<file path="src/rtl/prq_pkg.sv">
package prq_pkg;

    parameter int ADDR_W = 12;
    parameter int ID_W   = 3;

    typedef logic [ADDR_W-1:0] blk_addr_t;
    typedef logic [ID_W-1:0]   req_id_t;

    // One persistent request: which block, which requester
    typedef struct packed {
        blk_addr_t addr;
        req_id_t   id;
    } preq_t;

    // One broadcast beat: optional deactivate and optional activate together
    typedef struct packed {
        logic  valid;
        logic  act_en;
        preq_t act;
        logic  deact_en;
        preq_t deact;
    } bcast_t;

    typedef enum logic [0:0] {
        ST_FREE = 1'b0,
        ST_HELD = 1'b1
    } grant_state_e;

    function automatic logic same_requester(input req_id_t a, input req_id_t b);
        return a == b;
    endfunction

    function automatic int ptr_width(input int depth);
        return (depth > 1) ? $clog2(depth) : 1;
    endfunction

endpackage

</file>
<file path="src/rtl/prq_queue.sv">
module prq_queue
    import prq_pkg::*;
#(
    parameter int DEPTH = 4
) (
    input  logic  clk,
    input  logic  rst,
    input  logic  push,
    input  preq_t push_data,
    input  logic  pop,
    output preq_t head,
    output logic  empty,
    output logic  full
);
    localparam int PTR_W = ptr_width(DEPTH);
    localparam int CNT_W = $clog2(DEPTH + 1);

    preq_t              slots [DEPTH];
    logic [PTR_W-1:0]   wr_ptr;
    logic [PTR_W-1:0]   rd_ptr;
    logic [CNT_W-1:0]   fill;
    logic [DEPTH-1:0]   slot_we;
    logic               do_push;
    logic               do_pop;

    assign empty   = (fill == '0);
    assign full    = (fill == CNT_W'(DEPTH));
    assign do_push = push && !full;
    assign do_pop  = pop && !empty;
    assign head    = slots[rd_ptr];

    // one write enable per storage slot
    for (genvar s = 0; s < DEPTH; s++) begin : g_slot_we
        assign slot_we[s] = do_push && (wr_ptr == PTR_W'(s));
    end

    always_ff @(posedge clk) begin
        for (int s = 0; s < DEPTH; s++) begin
            if (slot_we[s]) begin
                slots[s] <= push_data;
            end
        end
    end

    function automatic logic [PTR_W-1:0] bump(input logic [PTR_W-1:0] p);
        return (p == PTR_W'(DEPTH - 1)) ? '0 : p + PTR_W'(1);
    endfunction

    always_ff @(posedge clk) begin
        if (rst) begin
            wr_ptr <= '0;
            rd_ptr <= '0;
            fill   <= '0;
        end else begin
            if (do_push) begin
                wr_ptr <= bump(wr_ptr);
            end
            if (do_pop) begin
                rd_ptr <= bump(rd_ptr);
            end
            case ({do_push, do_pop})
                2'b10:   fill <= fill + CNT_W'(1);
                2'b01:   fill <= fill - CNT_W'(1);
                default: fill <= fill;
            endcase
        end
    end

endmodule

</file>
<file path="src/rtl/prq_deact_match.sv">
module prq_deact_match
    import prq_pkg::*;
(
    input  logic    deact_valid,
    input  req_id_t deact_id,
    input  logic    held,
    input  req_id_t cur_id,
    output logic    hit,
    output logic    miss
);
    // a deactivate counts only when it comes from the requester holding the grant
    assign hit  = deact_valid && held && same_requester(deact_id, cur_id);
    assign miss = deact_valid && !hit;

endmodule

</file>
<file path="src/rtl/prq_sequencer.sv">
module prq_sequencer
    import prq_pkg::*;
(
    input  logic    clk,
    input  logic    rst,
    input  preq_t   head,
    input  logic    q_empty,
    input  logic    hit,
    input  logic    miss,
    output logic    pop,
    output logic    held,
    output req_id_t cur_id,
    output bcast_t  bcast,
    output logic    err
);
    grant_state_e state_q;
    grant_state_e state_d;
    preq_t        cur_q;
    preq_t        cur_d;
    bcast_t       bcast_d;
    bcast_t       bcast_q;
    logic         err_q;
    logic         start_free;
    logic         start_next;

    assign held   = (state_q == ST_HELD);
    assign cur_id = cur_q.id;

    always_comb begin
        start_free = (state_q == ST_FREE) && !q_empty;
        start_next = hit && !q_empty;
        pop        = start_free || start_next;

        state_d = state_q;
        cur_d   = cur_q;
        if (pop) begin
            state_d = ST_HELD;
            cur_d   = head;
        end else if (hit) begin
            state_d = ST_FREE;
        end

        bcast_d          = '0;
        bcast_d.valid    = pop || hit;
        bcast_d.act_en   = pop;
        bcast_d.act      = pop ? head : '0;
        bcast_d.deact_en = hit;
        bcast_d.deact    = hit ? cur_q : '0;
    end

    always_ff @(posedge clk) begin
        if (rst) begin
            state_q <= ST_FREE;
            cur_q   <= '0;
            bcast_q <= '0;
            err_q   <= 1'b0;
        end else begin
            state_q <= state_d;
            cur_q   <= cur_d;
            bcast_q <= bcast_d;
            err_q   <= miss;
        end
    end

    assign bcast = bcast_q;
    assign err   = err_q;

endmodule

</file>
<file path="src/rtl/persist_arbiter.sv">
module persist_arbiter
    import prq_pkg::*;
#(
    parameter int DEPTH = 4
) (
    input  logic              clk,
    input  logic              rst,
    input  logic              req_valid,
    output logic              req_ready,
    input  logic [ADDR_W-1:0] req_addr,
    input  logic [ID_W-1:0]   req_id,
    input  logic              deact_valid,
    input  logic [ID_W-1:0]   deact_id,
    output logic              bc_valid,
    output logic              bc_act_en,
    output logic [ADDR_W-1:0] bc_act_addr,
    output logic [ID_W-1:0]   bc_act_id,
    output logic              bc_deact_en,
    output logic [ADDR_W-1:0] bc_deact_addr,
    output logic [ID_W-1:0]   bc_deact_id,
    output logic              deact_err
);
    preq_t   in_req;
    preq_t   q_head;
    logic    q_empty;
    logic    q_full;
    logic    q_pop;
    logic    held;
    req_id_t cur_id;
    logic    hit;
    logic    miss;
    bcast_t  beat;

    assign in_req.addr = req_addr;
    assign in_req.id   = req_id;
    assign req_ready   = !q_full;

    prq_queue #(.DEPTH(DEPTH)) u_queue (
        .clk       (clk),
        .rst       (rst),
        .push      (req_valid),
        .push_data (in_req),
        .pop       (q_pop),
        .head      (q_head),
        .empty     (q_empty),
        .full      (q_full)
    );

    prq_deact_match u_match (
        .deact_valid (deact_valid),
        .deact_id    (deact_id),
        .held        (held),
        .cur_id      (cur_id),
        .hit         (hit),
        .miss        (miss)
    );

    prq_sequencer u_seq (
        .clk     (clk),
        .rst     (rst),
        .head    (q_head),
        .q_empty (q_empty),
        .hit     (hit),
        .miss    (miss),
        .pop     (q_pop),
        .held    (held),
        .cur_id  (cur_id),
        .bcast   (beat),
        .err     (deact_err)
    );

    assign bc_valid      = beat.valid;
    assign bc_act_en     = beat.act_en;
    assign bc_act_addr   = beat.act.addr;
    assign bc_act_id     = beat.act.id;
    assign bc_deact_en   = beat.deact_en;
    assign bc_deact_addr = beat.deact.addr;
    assign bc_deact_id   = beat.deact.id;

endmodule

</file>
<file path="config.mk">
export PLATFORM = sky130hd
export DESIGN_NAME = persist_arbiter
export DESIGN_NICKNAME = d
export VERILOG_FILES = /design/src/rtl/prq_pkg.sv /design/src/rtl/prq_queue.sv /design/src/rtl/prq_deact_match.sv /design/src/rtl/prq_sequencer.sv /design/src/rtl/persist_arbiter.sv
export SDC_FILE = /design/constraint.sdc
export NUM_CORES = 1
export LEC_CHECK = 0
export BUFFER_PORTS_ARGS = -buffer_cell sky130_fd_sc_hd__buf_2
export CAP_MARGIN = 20
export CORE_AREA = 8 8 97 99
export DETAILED_ROUTE_END_ITERATION = 12
export DIE_AREA = 0 0 105 107
export PLACE_DENSITY = 0.83
export SLEW_MARGIN = 20
export SYNTH_ARGS = -nofsm -noshare
export SYNTH_HDL_FRONTEND = slang
export SYNTH_SLANG_ARGS = --single-unit
</file>
<file path="constraint.sdc">
create_clock -name clk -period 3.9 [get_ports clk]
set_input_delay 0.195 -clock clk [delete_from_list [all_inputs] [get_ports clk]]
set_output_delay 0.195 -clock clk [all_outputs]
set_load 0.02 [all_outputs]
</file>
After elaboration in Yosys (flattened, before gate mapping):

Memory sizes are Yosys's and may differ from the RTL's. A register that Yosys moved wholly into a read port is not among the register bits.
Index checks and enable logic that the tools add are counted.

* register bits: 57
* RAM bits: 60
* output and inout bits: 35
* input port bits: 22
* memories kept: 1

* reduce and logical (&&, ||, !) cells: 25
* mux-type cells: 24
* add/subtract/negate cells: 4
* bitwise gates (word level): 3
* equality and inequality tests: 8

Memory list
* u_queue.slots: words 4, width 15, rd ports 1, clocked after memory_dff 1, wr ports 1, line prq_queue.sv:18 `preq_t slots [DEPTH];`

Operator list (count)
* 15-bit two-way mux: 3
* 15-bit OR reduction: 3
* 2-bit two-way mux: 7
* 1-bit two-way mux: 13
* 1-bit logical AND: 11
* 2-bit == test (second input constant): 4
* 3-bit case mux with 2 select lines: 1
* 2-bit by 1-bit adder with 2-bit output (second input constant): 2
* 2-bit by 1-bit == test with 1-bit output (second input constant): 2
* 2-bit nonzero test: 2
* 2-bit OR reduction: 2
* 3-bit by 1-bit adder with 3-bit output (second input constant): 1
* 3-bit == test: 1
* 3-bit == test (second input constant): 1
* 1-bit logical NOT: 3
* 3-bit logical NOT: 1
* 1-bit inverter: 3
* 3-bit by 1-bit subtractor with 3-bit output (second input constant): 1
* 2-bit logical NOT: 1
* 1-bit logical OR: 2

Longest topological paths before layout:

* word-level depth: 10
* depth in mapped cells: 12

Modules after synthesis:

From an unflattened synthesis, not the netlist that was laid out.

* cell total of the unflattened synthesis: 289
* area total of the unflattened synthesis: 4320.4 um^2

Modules (own cells, without submodules)
* prq_queue: area each 2655.0 um^2, cells an instance 132, instances 1, sequential area each 1981.9 um^2
* prq_sequencer: area each 1615.3 um^2, cells an instance 149, instances 1, sequential area each 1001.0 um^2
* prq_deact_match: area each 46.3 um^2, cells an instance 7, instances 1, sequential area each 0.0 um^2
* persist_arbiter: area each 3.8 um^2, cells an instance 1, instances 1, sequential area each 0.0 um^2

Worst setup path after synthesis:

Ideal clock, no wire load.

* kind: flip-flop to flip-flop
* from: reg u_seq.state_q, in the netlist u_seq.held
* to: reg u_queue.fill[2]
* clock period less this slack: 2.531 ns
* data arrival time: 2.460 ns
* buffers on the path: 2
* path slack: 1.369 ns
* cell stages (with the launch flop): 13
* data required time: 3.830 ns
* cells stage by stage: dfxtp_1 -> buf_2 -> nor2b_1 -> a211oi_4 -> nand2_2 -> buf_2 -> inv_1 -> ha_1 -> inv_1 -> fa_1 -> xor2_1 -> or3_1 -> a21oi_1

* cells in the longest elaborated chain, start to end: 7
* elaborated cells on any way between the ends: 11

RTL lines
* from (decl): line prq_sequencer.sv:16 `grant_state_e state_q;`
* from (signal assigned): line prq_sequencer.sv:58 `state_q <= state_d;`
* 1-bit logical AND (2 in a row): line prq_deact_match.sv:12 `assign hit = deact_valid && held && same_requester(deact_id, cur_id);`
* 1-bit logical AND: line prq_sequencer.sv:31 `start_next = hit && !q_empty;`
* 1-bit logical OR *: line prq_sequencer.sv:32 `pop = start_free || start_next;`
* 1-bit logical AND *: line prq_queue.sv:29 `assign do_pop = pop && !empty;`
* 2-bit by 1-bit == test with 1-bit output or 2-bit == test (tied branches): line prq_queue.sv:61 `case ({do_push, do_pop})`
* 3-bit case mux with 2 select lines or 2-bit nonzero test (tied branches)
* to (signal assigned): line prq_queue.sv:62 `2'b10: fill <= fill + CNT_W'(1);`
* to (signal assigned): line prq_queue.sv:63 `2'b01: fill <= fill - CNT_W'(1);`
* to (signal assigned): line prq_queue.sv:64 `default: fill <= fill;`
* to (decl): line prq_queue.sv:21 `logic [CNT_W-1:0] fill;`

Mark *: on every way between the ends. The rest lies on a longest branch, timed or not.
A chain may end at the register's enable or synchronous reset.

Worst setup path after layout:

* from: reg u_seq.cur_q, in the netlist u_seq.cur_id[1]
* to: reg u_queue.fill[2]

* cells in the longest elaborated chain, start to end: 7
* elaborated cells on any way between the ends: 9

RTL lines
* from (decl): line prq_sequencer.sv:18 `preq_t cur_q;`
* from (signal assigned): line prq_sequencer.sv:59 `cur_q <= cur_d;`
* 3-bit == test *: line prq_pkg.sv:30 `return a == b;`
* 1-bit logical AND *: line prq_deact_match.sv:12
* 1-bit logical AND *: line prq_sequencer.sv:31
* 1-bit logical OR *: line prq_sequencer.sv:32
* 1-bit logical AND *: line prq_queue.sv:29
* 2-bit by 1-bit == test with 1-bit output or 2-bit == test (tied branches): line prq_queue.sv:61
* 3-bit case mux with 2 select lines or 2-bit nonzero test (tied branches)

Marked as above.

==> run metrics <==
critical path required time=4.33 ns; cells along the critical path=xor2_1 -> a211oi_4 -> nand2_2 -> inv_1 -> ha_1 -> inv_1 -> fa_1 -> xor2_1 -> or3_1 -> a21oi_1; RSZ-0062 raised after global routing=no; hold_buf cts=16; Netlist cell types=33; delay-heaviest family, CP=compound AO/OA/AOI/OAI gates; antenna cells=0; P&R area growth vs syn=24.82%; layout cell share with drive strength beyond 1=0.2895; root buf cell=clkbuf_8; DR vias=2526; CP Launch Type=flip-flop; gpl congestion=0.7399; Max Fanout on Critical Path=17; Post-CTS Setup Repair Bufs=0; most frequent cell after synthesis=edfxtp_1; Final Hold Fails=0; Remaining DRCs=0; Post-Syn Instances=284; io pins=57; largest cells by area after synthesis=edfxtp_1 (42%), dfxtp_1 (28%), mux4_2 (7.9%); worst slew pin tran=0.8747 ns; Routed Antenna Nets=0; peak supply drop=433.5 µV; sum of negative setup slack=0 ns; WS Path Type=flip-flop to flip-flop; post-route cell area=0.005316 mm²; first-pass GRT wire length=13.12 mm; Max-slew headroom=0.4169; Hold/Removal Path Class=input pin to flip-flop; vias in the first global route=2621; arrival time at the worst endpoint=3.40 ns; minimum clock period=2.966 ns; Leakage=2.021 nW; largest net degree at the start of global routing=43; PostCTS Resize Cnt=0; placed instance area=0.004603 mm²; flops & latches, synth=119; largest area contributor in the netlist=edfxtp_1; Initial Util=0.5372; Via-to-Cell Ratio=5.285; Die ar.=0.01124 mm²; YS warnings=0; TritonCTS buffer count=17; Syn Nets=313; # clock sinks=119; top-area cell type share of the netlist area=0.4230; Initial DRC Count=155; Worst Skew=0.005439 ns; Max Buffers Root-to-Sink=2; GRT Residual Overflow=0; Tcrit/Tclk final=0.7605; CTS tree=done; # nets final=389; chip width=105 µm; max-slew violations=0; I/O Buffers=56; predominant post-synthesis flop cell=edfxtp_1; Max stage delay on crit path=0.65 ns; Post-synth EDFFs=60; Total Wirelength=8.058 mm; die height=107 µm; Pwr Density=769.5 mW/mm²; Final HPWL DP=5.075 mm; Fmax=337.1 MHz; Seq/Total Area, Yosys=0.7004; initial antenna violation count=0; row count=33; clock-pin slew on the worst setup and hold paths=0.05 ns; WL/cell=16.86 µm; core area=0.007928 mm²; max_cap viols=0; WP buf/inv=2; outcome=completed; post-synthesis async set-or-reset flop share=0; clk_lat worst skew=0.51 ns; final-report setup violation count=0; Overall Global Routing Usage=0.1524; First-pass DRT Iterations=4; H-tree depth=4; Crit. End Element=flip-flop; Synth top cells by count=edfxtp_1 (60), dfxtp_1 (59), a21oi_1 (21); CP max-delay cell=a211oi_4; Syn Area/Cell=15.00 µm²; mapped cell area=0.004259 mm²
## registers in the layout (all words and copies together) (netlist names), named ones only
signal	cells
u_queue.fill	3
u_queue.rd_ptr	2
u_queue.slots	60
u_queue.wr_ptr	2
u_seq.bcast	33
u_seq.cur_id	3
u_seq.cur_q	12
u_seq.err	1
u_seq.held	1
## layout make-up
type                            count  area [µm²]
Timing Repair Buffer               73       447.9
Inverter                            7       26.28
Clock inverter                     14       133.9
Multi-Input combinational cell    142        1175
Clock buffer                       18       417.9
Sequential cell                   119        2984
Fill cell                         566        2611
Tap cell                          105       131.4
## worst paths after layout
kind | start | to | slack (ns) | cells past startpoint
max | u_seq.cur_id[1] | u_queue.fill[2] | 0.93 | 10
min reg2reg | u_seq.cur_q[4] | u_seq.bcast[4] | 0.45 | 1
min | req_valid | u_queue.wr_ptr[0] | 0.12 | 4
max reg2reg | u_seq.cur_id[1] | u_queue.fill[2] | 0.93 | 10
## worst min-delay path, cell delays in order
cell and delay [ns]:
buf_2 0.11, nand2_1 0.12, nand2_1 0.09, a21oi_1 0.06
## metal layers
metal  wire, µm  GRT usage  up-vias
met2       3838     0.2367      100
met1       3414     0.1790     1208
met3        615    0.05459       21
li1           -          -     1197
met4        188    0.09276        0
met5          0          0        -
## metrics by stage
step	std cells	total power [W]	hold WS, ns	setup WS (ns)	utilization
2_1_floorplan	284	0.002423	0.2939	1.369	-
3_3_place_gp	430	0.002632	0.4072	1.065	0.5807
3_5_place_dp	430	0.002672	0.4120	0.9883	0.5807
4_1_cts	478	0.004117	0.08505	0.9345	0.6705
5_1_grt	478	0.004303	0.1675	0.7226	0.6706
6_report	478	0.004091	0.1212	0.9339	0.6706
## logic make-up (layout without fill, tap and decap cells)
kind of cell / count (synthesis) / after routing / share of synthesized area
xor+xnor: 5 / 5 / 0.01028
flops: 119 / 119 / 0.7004
compound gates: 44 / 44 / 0.05787
mux: 16 / 16 / 0.08196
fa+ha+maj: 7 / 7 / 0.02233
simple gates: 70 / 70 / 0.1034
buf+inv: 23 / 112 / 0.02379
## layout by cell type, fill, tap and decap left out, types with 5 or more instances in the layout
master and count:
ha_1 6, a21oi_1 21, nor3b_1 16, clkbuf_16 16, clkinvlp_4 5, and2_1 15
dlygate4sd3_1 16, nor2_1 6, dfxtp_1 58, xor2_1 5, nand3_1 16, inv_1 7
edfxtp_1 60, buf_2 56, o21ai_0 15, mux4_2 15
## power by group
part	leakage (nW)	switching (W)	internal, W
clock network	0.258	0.000520	0.000898
logic	0.732	0.000593	0.000396
registers	1.03	0.000145	0.00154
total	2.02	0.00126	0.00283
(Power assumes the default switching activity.)
